## src/rtl/spi_cmd_pkg.sv

```systemverilog
`timescale 1ns/1ps
package spi_cmd_pkg;

  typedef enum logic [2:0] {
    ST_IDLE,
    ST_CMD,
    ST_WR,
    ST_RADDR,
    ST_RDATA
  } state_e;

  localparam int NUM_ST     = 5;
  localparam int ENC_BIN    = 0;
  localparam int ENC_GRAY   = 1;
  localparam int ENC_ONEHOT = 2;

  function automatic int st_width(input int enc);
    return (enc == ENC_ONEHOT) ? NUM_ST : 3;
  endfunction

  function automatic logic [NUM_ST-1:0] st_code(input int enc, input state_e s);
    logic [NUM_ST-1:0] v;
    v = NUM_ST'(s);
    case (enc)
      ENC_ONEHOT: st_code = NUM_ST'(1) << v;
      ENC_GRAY:   st_code = v ^ (v >> 1);
      default:    st_code = v;
    endcase
  endfunction

endpackage

```

## src/rtl/spi_cmd_fsm.sv

```systemverilog
`timescale 1ns/1ps
module spi_cmd_fsm
  import spi_cmd_pkg::*;
#(
  parameter int ENC = ENC_BIN
) (
  input  logic   clk,
  input  logic   rst_n,
  input  logic   ss_n,
  input  logic   mosi,
  input  logic   word_last,
  output state_e state_o,
  output logic   rd_pend
);

  localparam int SW = st_width(ENC);

  logic [SW-1:0] cur_q;
  logic [SW-1:0] nxt_c;
  state_e        cur_s;
  state_e        nxt_s;
  logic          pend_d;

  // decode the encoded register back to a logical state
  always_comb begin
    cur_s = ST_IDLE;
    for (int i = 0; i < NUM_ST; i++) begin
      if (cur_q == SW'(st_code(ENC, state_e'(i)))) cur_s = state_e'(i);
    end
  end

  always_comb begin
    nxt_s = cur_s;
    case (cur_s)
      ST_IDLE:  if (!ss_n) nxt_s = ST_CMD;
      ST_CMD:   nxt_s = mosi ? (rd_pend ? ST_RDATA : ST_RADDR) : ST_WR;
      default:  nxt_s = cur_s;
    endcase
    if (ss_n) nxt_s = ST_IDLE;
    nxt_c = SW'(st_code(ENC, nxt_s));
  end

  always_comb begin
    pend_d = rd_pend;
    if (word_last && (cur_s == ST_RADDR)) pend_d = 1'b1;
    else if (word_last && (cur_s == ST_RDATA)) pend_d = 1'b0;
  end

  always_ff @(posedge clk) begin
    if (!rst_n) begin
      cur_q   <= SW'(st_code(ENC, ST_IDLE));
      rd_pend <= 1'b0;
    end else begin
      cur_q   <= nxt_c;
      rd_pend <= pend_d;
    end
  end

  assign state_o = cur_s;

endmodule

```

## src/rtl/spi_cmd_rx.sv

```systemverilog
`timescale 1ns/1ps
module spi_cmd_rx #(
  parameter int WORD_W = 10
) (
  input  logic              clk,
  input  logic              rst_n,
  input  logic              clr,
  input  logic              shift_en,
  input  logic              mosi,
  output logic              word_last,
  output logic              full,
  output logic [WORD_W-1:0] cmd_word,
  output logic              cmd_valid
);

  localparam int CW = $clog2(WORD_W + 1);

  logic [CW-1:0]     cnt_q, cnt_d;
  logic [WORD_W-2:0] sh_q, sh_d;
  logic [WORD_W-1:0] word_q, word_d;
  logic              valid_q;
  logic              take;

  assign full      = (cnt_q == CW'(WORD_W));
  assign take      = shift_en && !full;
  assign word_last = take && (cnt_q == CW'(WORD_W - 1));

  always_comb begin
    cnt_d  = cnt_q;
    sh_d   = sh_q;
    word_d = word_q;
    if (clr) begin
      cnt_d = '0;
    end else if (take) begin
      cnt_d = cnt_q + CW'(1);
      sh_d  = {sh_q[WORD_W-3:0], mosi};
    end
    if (word_last) word_d = {sh_q, mosi};
  end

  always_ff @(posedge clk) begin
    if (!rst_n) begin
      cnt_q   <= '0;
      sh_q    <= '0;
      word_q  <= '0;
      valid_q <= 1'b0;
    end else begin
      cnt_q   <= cnt_d;
      sh_q    <= sh_d;
      word_q  <= word_d;
      valid_q <= word_last;
    end
  end

  assign cmd_word  = word_q;
  assign cmd_valid = valid_q;

endmodule

```

## src/rtl/spi_cmd_tx.sv

```systemverilog
`timescale 1ns/1ps
module spi_cmd_tx #(
  parameter int DATA_W = 8
) (
  input  logic              clk,
  input  logic              rst_n,
  input  logic              clr,
  input  logic              arm,
  input  logic              rd_valid,
  input  logic [DATA_W-1:0] rd_data,
  output logic              miso
);

  localparam int LW = $clog2(DATA_W);

  logic [DATA_W-1:0] sh_q, sh_d;
  logic [LW-1:0]     left_q, left_d;
  logic              busy_q, busy_d;
  logic              done_q, done_d;
  logic              miso_q, miso_d;

  always_comb begin
    sh_d   = sh_q;
    left_d = left_q;
    busy_d = busy_q;
    done_d = done_q;
    miso_d = miso_q;
    if (clr) begin
      busy_d = 1'b0;
      done_d = 1'b0;
      left_d = '0;
      miso_d = 1'b0;
    end else if (busy_q) begin
      if (left_q != '0) begin
        miso_d = sh_q[DATA_W-1];
        sh_d   = {sh_q[DATA_W-2:0], 1'b0};
        left_d = left_q - LW'(1);
      end else begin
        miso_d = 1'b0;
        busy_d = 1'b0;
        done_d = 1'b1;
      end
    end else if (arm && rd_valid && !done_q) begin
      miso_d = rd_data[DATA_W-1];
      sh_d   = {rd_data[DATA_W-2:0], 1'b0};
      left_d = LW'(DATA_W - 1);
      busy_d = 1'b1;
    end
  end

  always_ff @(posedge clk) begin
    if (!rst_n) begin
      sh_q   <= '0;
      left_q <= '0;
      busy_q <= 1'b0;
      done_q <= 1'b0;
      miso_q <= 1'b0;
    end else begin
      sh_q   <= sh_d;
      left_q <= left_d;
      busy_q <= busy_d;
      done_q <= done_d;
      miso_q <= miso_d;
    end
  end

  assign miso = miso_q;

endmodule

```

## src/rtl/spi_cmd_slave.sv

```systemverilog
`timescale 1ns/1ps
module spi_cmd_slave
  import spi_cmd_pkg::*;
#(
  parameter int DATA_W = 8,
  parameter int ENC    = ENC_BIN
) (
  input  logic              clk,
  input  logic              rst_n,
  input  logic              ss_n,
  input  logic              mosi,
  output logic [DATA_W+1:0] cmd_word,
  output logic              cmd_valid,
  input  logic [DATA_W-1:0] rd_data,
  input  logic              rd_valid,
  output logic              miso
);

  localparam int WORD_W = DATA_W + 2;

  state_e st;
  logic   rd_pend;
  logic   word_last;
  logic   full;
  logic   shift_en;
  logic   arm;

  assign shift_en = !ss_n && (st != ST_IDLE);
  assign arm      = (st == ST_RDATA) && full;

  spi_cmd_fsm #(.ENC(ENC)) u_fsm (
    .clk       (clk),
    .rst_n     (rst_n),
    .ss_n      (ss_n),
    .mosi      (mosi),
    .word_last (word_last),
    .state_o   (st),
    .rd_pend   (rd_pend)
  );

  spi_cmd_rx #(.WORD_W(WORD_W)) u_rx (
    .clk       (clk),
    .rst_n     (rst_n),
    .clr       (ss_n),
    .shift_en  (shift_en),
    .mosi      (mosi),
    .word_last (word_last),
    .full      (full),
    .cmd_word  (cmd_word),
    .cmd_valid (cmd_valid)
  );

  spi_cmd_tx #(.DATA_W(DATA_W)) u_tx (
    .clk      (clk),
    .rst_n    (rst_n),
    .clr      (ss_n),
    .arm      (arm),
    .rd_valid (rd_valid),
    .rd_data  (rd_data),
    .miso     (miso)
  );

endmodule

```

## config.mk

```make
export PLATFORM = sky130hd
export DESIGN_NAME = spi_cmd_slave
export DESIGN_NICKNAME = d
export VERILOG_FILES = /design/src/rtl/spi_cmd_pkg.sv /design/src/rtl/spi_cmd_fsm.sv /design/src/rtl/spi_cmd_rx.sv /design/src/rtl/spi_cmd_tx.sv /design/src/rtl/spi_cmd_slave.sv
export SDC_FILE = /design/constraint.sdc
export NUM_CORES = 1
export LEC_CHECK = 0
export ABC_AREA = 1
export ABC_CLOCK_PERIOD_IN_PS = 1850
export CAP_MARGIN = 20
export CORE_ASPECT_RATIO = 1.5
export CORE_MARGIN = 5
export CORE_UTILIZATION = 50
export CTS_BUF_LIST = sky130_fd_sc_hd__clkbuf_4 sky130_fd_sc_hd__clkbuf_8 sky130_fd_sc_hd__clkbuf_16
export CTS_CLUSTER_DIAMETER = 80
export CTS_CLUSTER_SIZE = 14
export DETAILED_ROUTE_END_ITERATION = 8
export DONT_BUFFER_PORTS = 1
export HOLD_SLACK_MARGIN = 0.03
export MAX_ROUTING_LAYER = met4
export PLACE_DENSITY = 0.68
export SETUP_SLACK_MARGIN = 0.02
export SLEW_MARGIN = 20
export SYNTH_ARGS = -nofsm -noshare
export SYNTH_HDL_FRONTEND = slang
export SYNTH_HIERARCHICAL = 1
export SYNTH_SLANG_ARGS = --single-unit
```

## constraint.sdc

```tcl
create_clock -name clk -period 1.85 [get_ports clk]
set_clock_uncertainty 0.05 [all_clocks]
set_input_delay 0.0925 -clock clk [delete_from_list [all_inputs] [get_ports clk]]
set_output_delay 0.0925 -clock clk [all_outputs]
set_load 0.005 [all_outputs]
```

==> summary.md, run 1 <==
| Metric | Value |
|---|---|
| Status | `complete, no violations` |
| Final GP Congestion | `0.885` |
| Worst skew pair latency | `0.29 ns` |
| Vias in the first global route | `1,597` |
| Die width | `61.7 microns` |
| Unrepaired setup endpoints after global routing | `true` |
| Synth Flop Type | `dfxtp_1` |
| Ys Warns | `6` |
| Initial DRC Count | `55` |
| Hold Vio Cnt, Final | `0` |
| CTS Buffer Depth | `2` |
| Post-synth top area cell | `dfxtp_1` |
| Final Setup Violations | `0` |
| Max incr delay on CP | `0.35 ns` |
| Final Max Slew Viols | `0` |
| Top delay family on crit path | `simple AND/OR/NAND/NOR gates` |
| Synth top area cells | `dfxtp_1 41%, nand2_1 14%, nor2_1 12%` |
| Tot GR Track Use | `0.161` |
| Crit-path cells | `inv_4 > ha_4 > nand3_4 > inv_2 > nand2_2 > nor3_2 > nand3_2 > nand2_4 > nand3_4 > nand2_2 > nand2_1 > nor2_1` |
| Clk slew on worst S/H paths | `0.07 ns` |
| Remaining global-route overflow | `0` |
| Stages on worst setup path | `12` |
| Crit path buffers/inverters | `2` |
| Layout cells sized above 1 | `0.149` |
| #FFs+latches synth | `41` |
| Core box area | `3920 sq um` |
| Hold Path Class | `input port to register` |
| Critical Path Source Type | `register` |
| Area after DPL | `2030 sq um` |
| Share of the synthesized area in the top cell type | `0.409` |
| IO buf count | `0` |
| Least-Margin Pin Slew | `0.999 ns` |
| Final hold slack | `0.0618 ns` |
| Starting Density | `0.511` |
| Worst r2r path cells | `12` |
| CP Max Fanout | `7` |
| Hold Path Stages | `6` |
| Avg WL per Cell | `10.3 microns` |
| First-pass GRT wire length | `6490 microns` |
| Largest net degree at the start of global routing | `28` |
| Die height | `87.6 microns` |
| # IOs | `25` |
| CTS sink count | `41` |
| Worst Setup Path Type | `register to register` |
| Root Buffer | `clkbuf_8` |
| Area growth syn-to-layout | `16.4%` |
| Antenna Violating Nets Remaining | `0` |
| Post-synth cell types | `26` |
| Via-to-Cell Ratio | `4.70` |
| Initial antenna violation count | `0` |
| Sequential area share after synthesis | `0.409` |
| Rows | `28` |
| Number of synthesized flops with an enable pin | `0` |
| Grt met2 use | `0.275` |
| Diode count | `0` |
| Tmin final | `1.73 ns` |
| Peak supply drop | `0.000633 V` |
| Via count | `1,697` |
| Routing usage on met1 | `0.163` |
| Post-route cell area | `2330 sq um` |
| Mapped Nets | `313` |
| Slew HR | `0.334` |
| CP Capture Type | `register` |
| DRC violations left | `0` |
| Worst EP required | `2.03 ns` |
| CP max-delay cell | `dfxtp_4` |
| Drt first pass iters | `4` |
| DIE AREA | `5400 sq um` |
| Average cell area after synthesis | `6.80 sq um` |
| P_leak | `1.20 nW` |
| Syn Inst Count | `295` |
| Busiest grt layer | `met2` |
| List of most frequent post-synthesis cells | `76 x nand2_1, 66 x nor2_1, 49 x inv_1, 41 x dfxtp_1, 10 x o21ai_0` |
| TNS Setup | `0 ns` |
| Total CTS buffers | `5` |
| H-tree depth | `2` |
| Max-Cap Viols | `0` |
| Final WL | `3720 microns` |
| Pwr/cell area | `677 nW/um^2` |
| Hpwl dp | `2410 microns` |
| Met3 Track Usage GR | `0.0546` |
| Nets | `333` |
| CP arrival | `1.90 ns` |
| Top-count cell post-synth | `nand2_1` |
| Synthesized cell area | `2010 sq um` |
| Asr flop ratio synth | `0` |
| Fmax | `0.580 GHz` |
| Final period util | `0.933` |
| CTS tree | `done` |
worst reg2reg max path: cells and delay by family (launching register included):
| kind | cells | cell delay (ns) |
|---|---|---|
| fa+ha+maj | 1 | 0.14 |
| flops | 1 | 0.35 |
| buf+inv | 2 | 0.13 |
| simple gates | 9 | 0.99 |
metal layers:
metal	wire length, microns	up-vias
met5	0	-
met2	1950	28
met4	54	0
li1	-	915
met3	224	4
met1	1490	750
flip-flops by register name (all words and copies together), names as in the netlist:
| name | cells |
|---|---|
| u_tx/done_q | 1 |
| u_tx/left_q | 3 |
| u_tx/busy_q | 1 |
| u_fsm/cur_q | 3 |
| u_rx/cmd_valid | 1 |
| u_tx/sh_q | 7 |
| u_fsm/rd_pend | 1 |
| u_rx/cmd_word | 10 |
| u_rx/sh_q | 9 |
| u_tx/miso | 1 |
| u_rx/cnt_q | 4 |
cell families after synthesis:
kind of cell / count (synthesis) / synth area share
compound gates: 19 / 0.0512
xor+xnor: 2 / 0.00874
fa+ha+maj: 5 / 0.0312
buf+inv: 61 / 0.129
flops: 41 / 0.409
simple gates: 167 / 0.371
area by class of cell:
type                    count  area (sq um)
repair buffers             20           193
flip-flops and latches     41           831
inverters                  53           201
clock inverters             2          10.0
clock buffers               6          76.3
multi-input cells         194           967
well taps                  45          56.3
fillers                   389          1590
layout by cell type, fill, tap and decap left out, types with 2 or more instances in the layout:
cell,synthesis,routed
nand2_1,76,74
nor2_1,66,65
inv_1,49,47
dfxtp_1,41,37
dlygate4sd3_1,0,12
o21ai_0,10,10
nand2_2,4,6
nand3_1,6,6
clkbuf_8,0,5
buf_4,1,5
inv_2,4,5
a21oi_1,6,5
nand3_2,4,4
ha_1,5,4
nor2_2,2,3
nand4_1,3,3
clkinv_2,0,2
dfxtp_2,0,2
nand3_4,1,2
xor2_1,2,2
a21boi_0,2,2
dfxtp_4,0,2
buf_6,3,2
timing repair:
item / in CTS / in global routing
endpoints found under the setup margin: 0 / 33
endpoints found under the hold margin: 41 / 0
setup buffers: 0 / 4
gates resized for setup: 0 / 18
hold buffers: 13 / 0
stage by stage:
step / setup WS, ns / utilization / std cells / total power, W
5_1_grt: -0.0134 / 0.595 / 361 / 0.00167
3_3_place_gp: 0.0933 / 0.517 / 335 / 0.000996
4_1_cts: 0.0328 / 0.572 / 356 / 0.00160
3_5_place_dp: 0.0676 / 0.517 / 335 / 0.000997
6_report: 0.125 / 0.595 / 361 / 0.00158
2_1_floorplan: 0.0651 / - / 295 / 0.000993
report_power, final:
part	switching, W	total [W]	internal [W]
clock	0.000289	0.000565	0.000276
sequential	0.0000115	0.000905	0.000893
combinational	0.0000614	0.000111	0.0000497
worst paths after layout:
kind | startpoint | endpoint | slack [ns]
worst max-delay path | u_rx/cnt_q[0] | u_tx/sh_q[7] | 0.12
worst min-delay path | mosi | u_fsm/cur_q[0] | 0.06
worst max register to register | u_rx/cnt_q[0] | u_tx/sh_q[7] | 0.12
worst min register to register | u_tx/sh_q[7] | u_tx/miso | 0.41
(Power assumes the default switching activity.)
==> run 2, diff against run 1 <==
Settings changed: CORE_UTILIZATION 50 to 56, GPL_ROUTABILITY_DRIVEN from default to 0, PLACE_DENSITY 0.68 to 0.74.
==> run 2 against run 1 <==
Net effect:
- wire length rose by 15%
- via count rose by 3.4%
- design area rose by 3.6%
- non-clock buffer count rose by 2
- first-iteration DRC count fell by 24%
- combinational power barely moved
- highest routed layer unchanged
==> summary.md, run 2 (synthesized netlist as in run 1, its figures left out) <==
| Metric | Value |
|---|---|
| Status | `complete, no violations` |
| CP max-delay cell | `dfxtp_4` |
| Final WS setup | `0.0903 ns (-0.0346 ns)` |
| Vias in the first global route | `1,611 (+0.88%)` |
| Via count | `1,754 (+3.4%)` |
| CP arrival | `1.90 ns (about the same)` |
| Tmin final | `1.76 ns (+0.0346 ns)` |
| Max-Cap Viols | `0 (unchanged)` |
| Hold Path Stages | `4 (-2)` |
| Area after DPL | `2020 sq um (-0.19%)` |
| Fill cells | `293 (-25%)` |
| CTS Buffer Depth | `2 (unchanged)` |
| Final Setup Violations | `0 (unchanged)` |
| Final WL | `4260 microns (+15%)` |
| Clk slew on worst S/H paths | `0.08 ns (about the same)` |
| Pwr/cell area | `735 nW/um^2 (+8.5%)` |
| Die height | `83.3 microns (-4.9%)` |
| CTS sink count | `41 (unchanged)` |
| Tot GR Track Use | `0.174 (+0.0131)` |
| Hold Path Class | `input port to register` |
| P_leak | `1.25 nW (+3.8%)` |
| Combinational share of power | `0.064 (-0.006)` |
| Critical Path Source Type | `register` |
| Peak supply drop | `0.000703 V (+11%)` |
| CP Capture Type | `register` |
| Largest net degree at the start of global routing | `30 (+7.1%)` |
| Starting Density | `0.582 (+0.0705)` |
| Max incr delay on CP | `0.38 ns (+0.03 ns)` |
| H-tree depth | `2 (unchanged)` |
| Most common cell after layout, fill and taps aside | `nand2_1` |
| R2R Setup Slk | `0.09 ns (-0.03 ns)` |
| Total CTS buffers | `5 (unchanged)` |
| Drt first pass iters | `4 (unchanged)` |
| DRC violations left | `0 (unchanged)` |
| Worst EP required | `1.99 ns (-0.04 ns)` |
| Pre-CTS setup slack | `0.0794 ns (+0.0118 ns)` |
| Root Buffer | `clkbuf_8` |
| First-pass GRT wire length | `6580 microns (+1.5%)` |
| Via-to-Cell Ratio | `4.87 (+3.6%)` |
| Crit-path cells | `inv_4 > nor2_4 > nand2_2 > nand2_2 > nor2_2 > a21oi_4 > nand4_4 > inv_1 > nand4_1 > nand2_1 > a21oi_1` |
| Initial antenna violation count | `0 (unchanged)` |
| Reg-to-Reg Start | `u_fsm/cur_q[1]` |
| Die width | `58.9 microns (-4.6%)` |
| Sw Share | `0.214 (-0.0151)` |
| Post-route cell area | `2420 sq um (+3.6%)` |
| IO buf count | `0 (unchanged)` |
| Clock share of power | `0.426 (+0.068)` |
| Sequential power share | `0.510 (-0.062)` |
| Worst Setup Path Type | `register to register` |
| Endpoint, Worst Hold | `u_rx/cnt_q[3]` |
| Nets | `335 (+0.60%)` |
| Int Pwr | `0.00140 W (+15%)` |
| DIE AREA | `4900 sq um (-9.3%)` |
| Remaining global-route overflow | `0 (unchanged)` |
| Max reg flops | `10 (unchanged)` |
| Area of the multi-input gates | `978 sq um (+1.2%)` |
| Avg WL per Cell | `11.8 microns (+15%)` |
| Least-Margin Pin Slew | `1.02 ns (+0.0170 ns)` |
| Fmax | `0.568 GHz (-2.0%)` |
| Rows | `26 (-7.1%)` |
| Diode count | `0 (unchanged)` |
| Hold_sp | `ss_n` |
| Reg area | `828 sq um (-0.30%)` |
| Antenna Violating Nets Remaining | `0 (unchanged)` |
| Most frequent cells in the layout | `74 x nand2_1, 64 x nor2_1, 48 x inv_1` |
| Final Max Slew Viols | `0 (unchanged)` |
| CTS tree | `done` |
| Hold Vio Cnt, Final | `0 (unchanged)` |
| Final period util | `0.951 (+0.0187)` |
| Hpwl dp | `2520 microns (+4.8%)` |
| Area growth syn-to-layout | `20.6%` |
| Worst r2r path cells | `11 (-1)` |
| Crit-path most repeated cell | `nand2_2` |
| CP Max Fanout | `5 (-2)` |
| P_sw | `0.000380 W (+5.0%)` |
| Worst skew pair latency | `0.30 ns (about the same)` |
| # IOs | `25 (unchanged)` |
| R2r endpoint | `u_fsm/rd_pend` |
| Core box area | `3450 sq um (-12%)` |
| Slew HR | `0.323 (-0.0113)` |
| Layout cells sized above 1 | `0.160 (+0.0116)` |
| Initial DRC Count | `42 (-24%)` |
-- run 2: through the flow --
stage                     cells   util  hold WS [ns]  total power (W)  setup TNS [ns]
after floorplan             295      -         0.174         0.000993               0
after global placement      332  0.587         0.169         0.000995               0
after detailed placement    332  0.587         0.170         0.000996               0
after CTS                   351  0.654        0.0471          0.00178               0
after global routing        360  0.701        0.0650          0.00185         -0.0170
final                       360  0.701        0.0604          0.00178               0
-- run 2: cell type report --
cell class | count | share of cell area
tap | 42 | 0.0217
clock inverter | 1 | 0.0124
multi-input combinational | 194 | 0.405
timing repair buffer | 22 | 0.0983
sequential | 41 | 0.342
inverter | 53 | 0.0833
clock buffer | 7 | 0.0372
-- run 2: power groups by stage --
stage	sequential, W	combinational [W]	clock (W)
floorplan	0.000924	0.0000698	0
finish	0.000907	0.000113	0.000757
global placement	0.000927	0.0000686	0
detailed placement	0.000926	0.0000700	0
global route	0.000908	0.000128	0.000810
CTS	0.000905	0.000100	0.000772
-- run 2: per-layer routing --
layer | vias to the layer above | wire [microns] | track usage
li1 | 923 | - | -
met2 | 36 | 2310 | 0.318
met5 | - | 0 | -
met3 | 11 | 184 | 0.0497
met1 | 784 | 1660 | 0.165
met4 | 0 | 109 | 0.0619
-- run 2: timing repair --
item,4_1_cts,5_1_grt
buffers inserted,0,6
hold buffers,11,0
hold endpoints to repair,41,0
endpoints found under the setup margin,0,38
resized for setup,0,19
-- run 2: worst max-delay path, delay by kind of cell, from the launching register on --
family | cells | cell delay, ns
AND/OR/NAND/NOR | 7 | 0.74
flip-flops | 1 | 0.38
AO/OA/AOI/OAI | 2 | 0.28
buffers and inverters | 2 | 0.20
-- run 2: how the worst max path moves through the flow --
| stage | to | start | slack [ns] |
|---|---|---|---|
| 4_1_cts | u_rx/cnt_q[2] | rst_n | 0.03 |
| 3_3_place_gp | u_tx/sh_q[5] | u_rx/cnt_q[0] | 0.10 |
| 3_5_place_dp | u_tx/sh_q[1] | u_rx/cnt_q[1] | 0.08 |
| 2_1_floorplan | u_fsm/rd_pend | u_fsm/cur_q[1] | 0.07 |
| 5_1_grt | u_rx/cmd_word[6] | u_fsm/cur_q[1] | -0.02 |
| 6_report | u_fsm/rd_pend | u_fsm/cur_q[1] | 0.09 |
==> run 3, diff against run 2 <==
Settings changed: MAX_ROUTING_LAYER met4 to default, SLEW_MARGIN 20 to 10.
==> run 3 against run 2 <==
Net effect:
- sequential share of layout area stayed put
- critical path type unchanged
- clock-buffer cell count stayed put
- die area stayed put
- maximum frequency is 0.30% lower
- combinational power hardly changed
==> summary.md, run 3 (synthesized netlist as in run 1, its figures left out) <==
| Metric | Value |
|---|---|
| IO buf count | `0 (unchanged)` |
| Antenna Violating Nets Remaining | `0 (unchanged)` |
| Most frequent cells in the layout | `74 x nand2_1, 64 x nor2_1, 48 x inv_1` |
| Peak supply drop | `0.000705 V (+0.20%)` |
| Core box area | `3450 sq um (unchanged)` |
| Largest net degree at the start of global routing | `30 (unchanged)` |
| CP arrival | `1.90 ns (about the same)` |
| Rows | `26 (unchanged)` |
| Worst skew pair latency | `0.29 ns (about the same)` |
| Critical Path Source Type | `register` |
| Worst r2r path cells | `11 (unchanged)` |
| Vias in the first global route | `1,617 (+0.37%)` |
| CP Capture Type | `register` |
| Via count | `1,756 (+0.11%)` |
| Initial antenna violation count | `0 (unchanged)` |
| Nets | `335 (unchanged)` |
| Top delay family on crit path | `simple AND/OR/NAND/NOR gates` |
| Final Max Slew Viols | `0 (unchanged)` |
| CP Max Fanout | `5 (unchanged)` |
| Endpoint, Worst Hold | `u_rx/cnt_q[3]` |
| Pre-CTS setup slack | `0.0794 ns (unchanged)` |
| CP max-delay cell | `dfxtp_4` |
| Die width | `58.9 microns (unchanged)` |
| Reg-to-Reg Start | `u_fsm/cur_q[1]` |
| Hold_sp | `ss_n` |
| DIE AREA | `4900 sq um (unchanged)` |
| Tot GR Track Use | `0.169 (-0.00449)` |
| Worst EP required | `1.98 ns (about the same)` |
| H-tree depth | `2 (unchanged)` |
| Starting Density | `0.582 (unchanged)` |
| R2R Setup Slk | `0.09 ns (about the same)` |
| Clk slew on worst S/H paths | `0.08 ns (about the same)` |
| # IOs | `25 (unchanged)` |
| Post-Place Cells | `332 (unchanged)` |
| First-pass GRT wire length | `6580 microns (unchanged)` |
| CTS tree | `done` |
| Most common cell after layout, fill and taps aside | `nand2_1` |
| Area growth syn-to-layout | `20.6% (unchanged)` |
| Root Buffer | `clkbuf_8` |
| Fmax | `0.567 GHz (-0.30%)` |
| Initial DRC Count | `46 (+9.5%)` |
| Final period util | `0.954 (+0.00283)` |
| Worst Setup Path Type | `register to register` |
| Avg WL per Cell | `11.8 microns (-0.68%)` |
| Pwr/cell area | `734 nW/um^2 (about the same)` |
| Final Setup Violations | `0 (unchanged)` |
| Crit-path cells | `inv_4 > nor2_4 > nand2_2 > nand2_2 > nor2_2 > a21oi_4 > nand4_4 > inv_1 > nand4_1 > nand2_1 > a21oi_1` |
| Least-Margin Pin Slew | `1.03 ns (+0.00942 ns)` |
| Crit-path most repeated cell | `nand2_2` |
| Hpwl dp | `2520 microns (unchanged)` |
| Layout cells sized above 1 | `0.160 (unchanged)` |
| Via-to-Cell Ratio | `4.88 (+0.11%)` |
| Final WL | `4230 microns (-0.68%)` |
| Finished Layout Cells | `360 (unchanged)` |
| CTS sink count | `41 (unchanged)` |
| Remaining global-route overflow | `0 (unchanged)` |
| Total CTS buffers | `5 (unchanged)` |
| Final WS setup | `0.0850 ns (-0.00523 ns)` |
| P_leak | `1.25 nW (unchanged)` |
| Slew HR | `0.317 (-0.00628)` |
| Hold Vio Cnt, Final | `0 (unchanged)` |
| TNS Setup | `0 ns (unchanged)` |
| Hold Path Class | `input port to register` |
| Status | `complete, no violations` |
| Drt first pass iters | `4 (unchanged)` |
| DRC violations left | `0 (unchanged)` |
| Max-Cap Viols | `0 (unchanged)` |
| Max reg flops | `10 (unchanged)` |
| Tmin final | `1.76 ns (+0.00523 ns)` |
| R2r endpoint | `u_fsm/rd_pend` |
| Diode count | `0 (unchanged)` |
| Final hold slack | `0.0608 ns (+0.000344 ns)` |
| Die height | `83.3 microns (unchanged)` |
| Crit path buffers/inverters | `2 (unchanged)` |
| Hold Path Stages | `4 (unchanged)` |
| Fill cells | `293 (unchanged)` |
| Max incr delay on CP | `0.38 ns (about the same)` |
| CTS Buffer Depth | `2 (unchanged)` |
-- run 3: per-layer routing --
layer,up-vias,routed length [microns],global-route usage
met5,-,0,0
met4,0,110,0.0619
met3,12,185,0.0497
met2,35,2300,0.318
met1,785,1640,0.165
li1,924,-,-
-- run 3: power by group --
| group | switching (W) | internal (W) | leakage (nW) |
|---|---|---|---|
| registers | 0.0000128 | 0.000894 | 0.333 |
| logic | 0.0000649 | 0.0000482 | 0.852 |
| clock network | 0.000302 | 0.000455 | 0.0619 |
| total | 0.000380 | 0.00140 | 1.25 |
-- run 3: repair_timing --
| action | 4_1_cts | 5_1_grt |
|---|---|---|
| buffers inserted | 0 | 6 |
| endpoints found under the hold margin | 41 | 0 |
| setup endpoints to repair | 0 | 38 |
| hold buffers | 11 | 0 |
| gates resized for setup | 0 | 19 |
-- run 3: worst register-to-register path, cell delays in order (launching register included) --
cell,delay (ns)
dfxtp_4,0.38
inv_4,0.05
nor2_4,0.11
nand2_2,0.07
nand2_2,0.10
nor2_2,0.05
a21oi_4,0.23
nand4_4,0.20
inv_1,0.15
nand4_1,0.14
nand2_1,0.08
a21oi_1,0.05
-- run 3: cell type report --
cell class / instances / area (sq um) / share of cell area
multi-input cells: 194 / 978 / 0.405
flip-flops and latches: 41 / 828 / 0.342
repair buffers: 22 / 238 / 0.0983
inverters: 53 / 201 / 0.0833
clock buffers: 7 / 90.1 / 0.0372
well taps: 42 / 52.6 / 0.0217
clock inverters: 1 / 30.0 / 0.0124
-- run 3: worst max path at each step --
stage | endpoint | startpoint | cells past startpoint | slack, ns
2_1_floorplan | u_fsm/rd_pend | u_fsm/cur_q[1] | 12 | 0.07
3_3_place_gp | u_tx/sh_q[5] | u_rx/cnt_q[0] | 11 | 0.10
3_5_place_dp | u_tx/sh_q[1] | u_rx/cnt_q[1] | 11 | 0.08
4_1_cts | u_rx/cnt_q[2] | rst_n | 4 | 0.03
5_1_grt | u_rx/cmd_word[6] | u_fsm/cur_q[1] | 11 | -0.02
6_report | u_fsm/rd_pend | u_fsm/cur_q[1] | 11 | 0.09
-- run 3: through the flow --
stage / instance area, sq um / utilization / total power (W)
floorplan: 2010 / - / 0.000993
global placement: 2020 / 0.587 / 0.000995
detailed placement: 2020 / 0.587 / 0.000996
CTS: 2250 / 0.654 / 0.00178
global route: 2420 / 0.701 / 0.00185
finish: 2420 / 0.701 / 0.00178
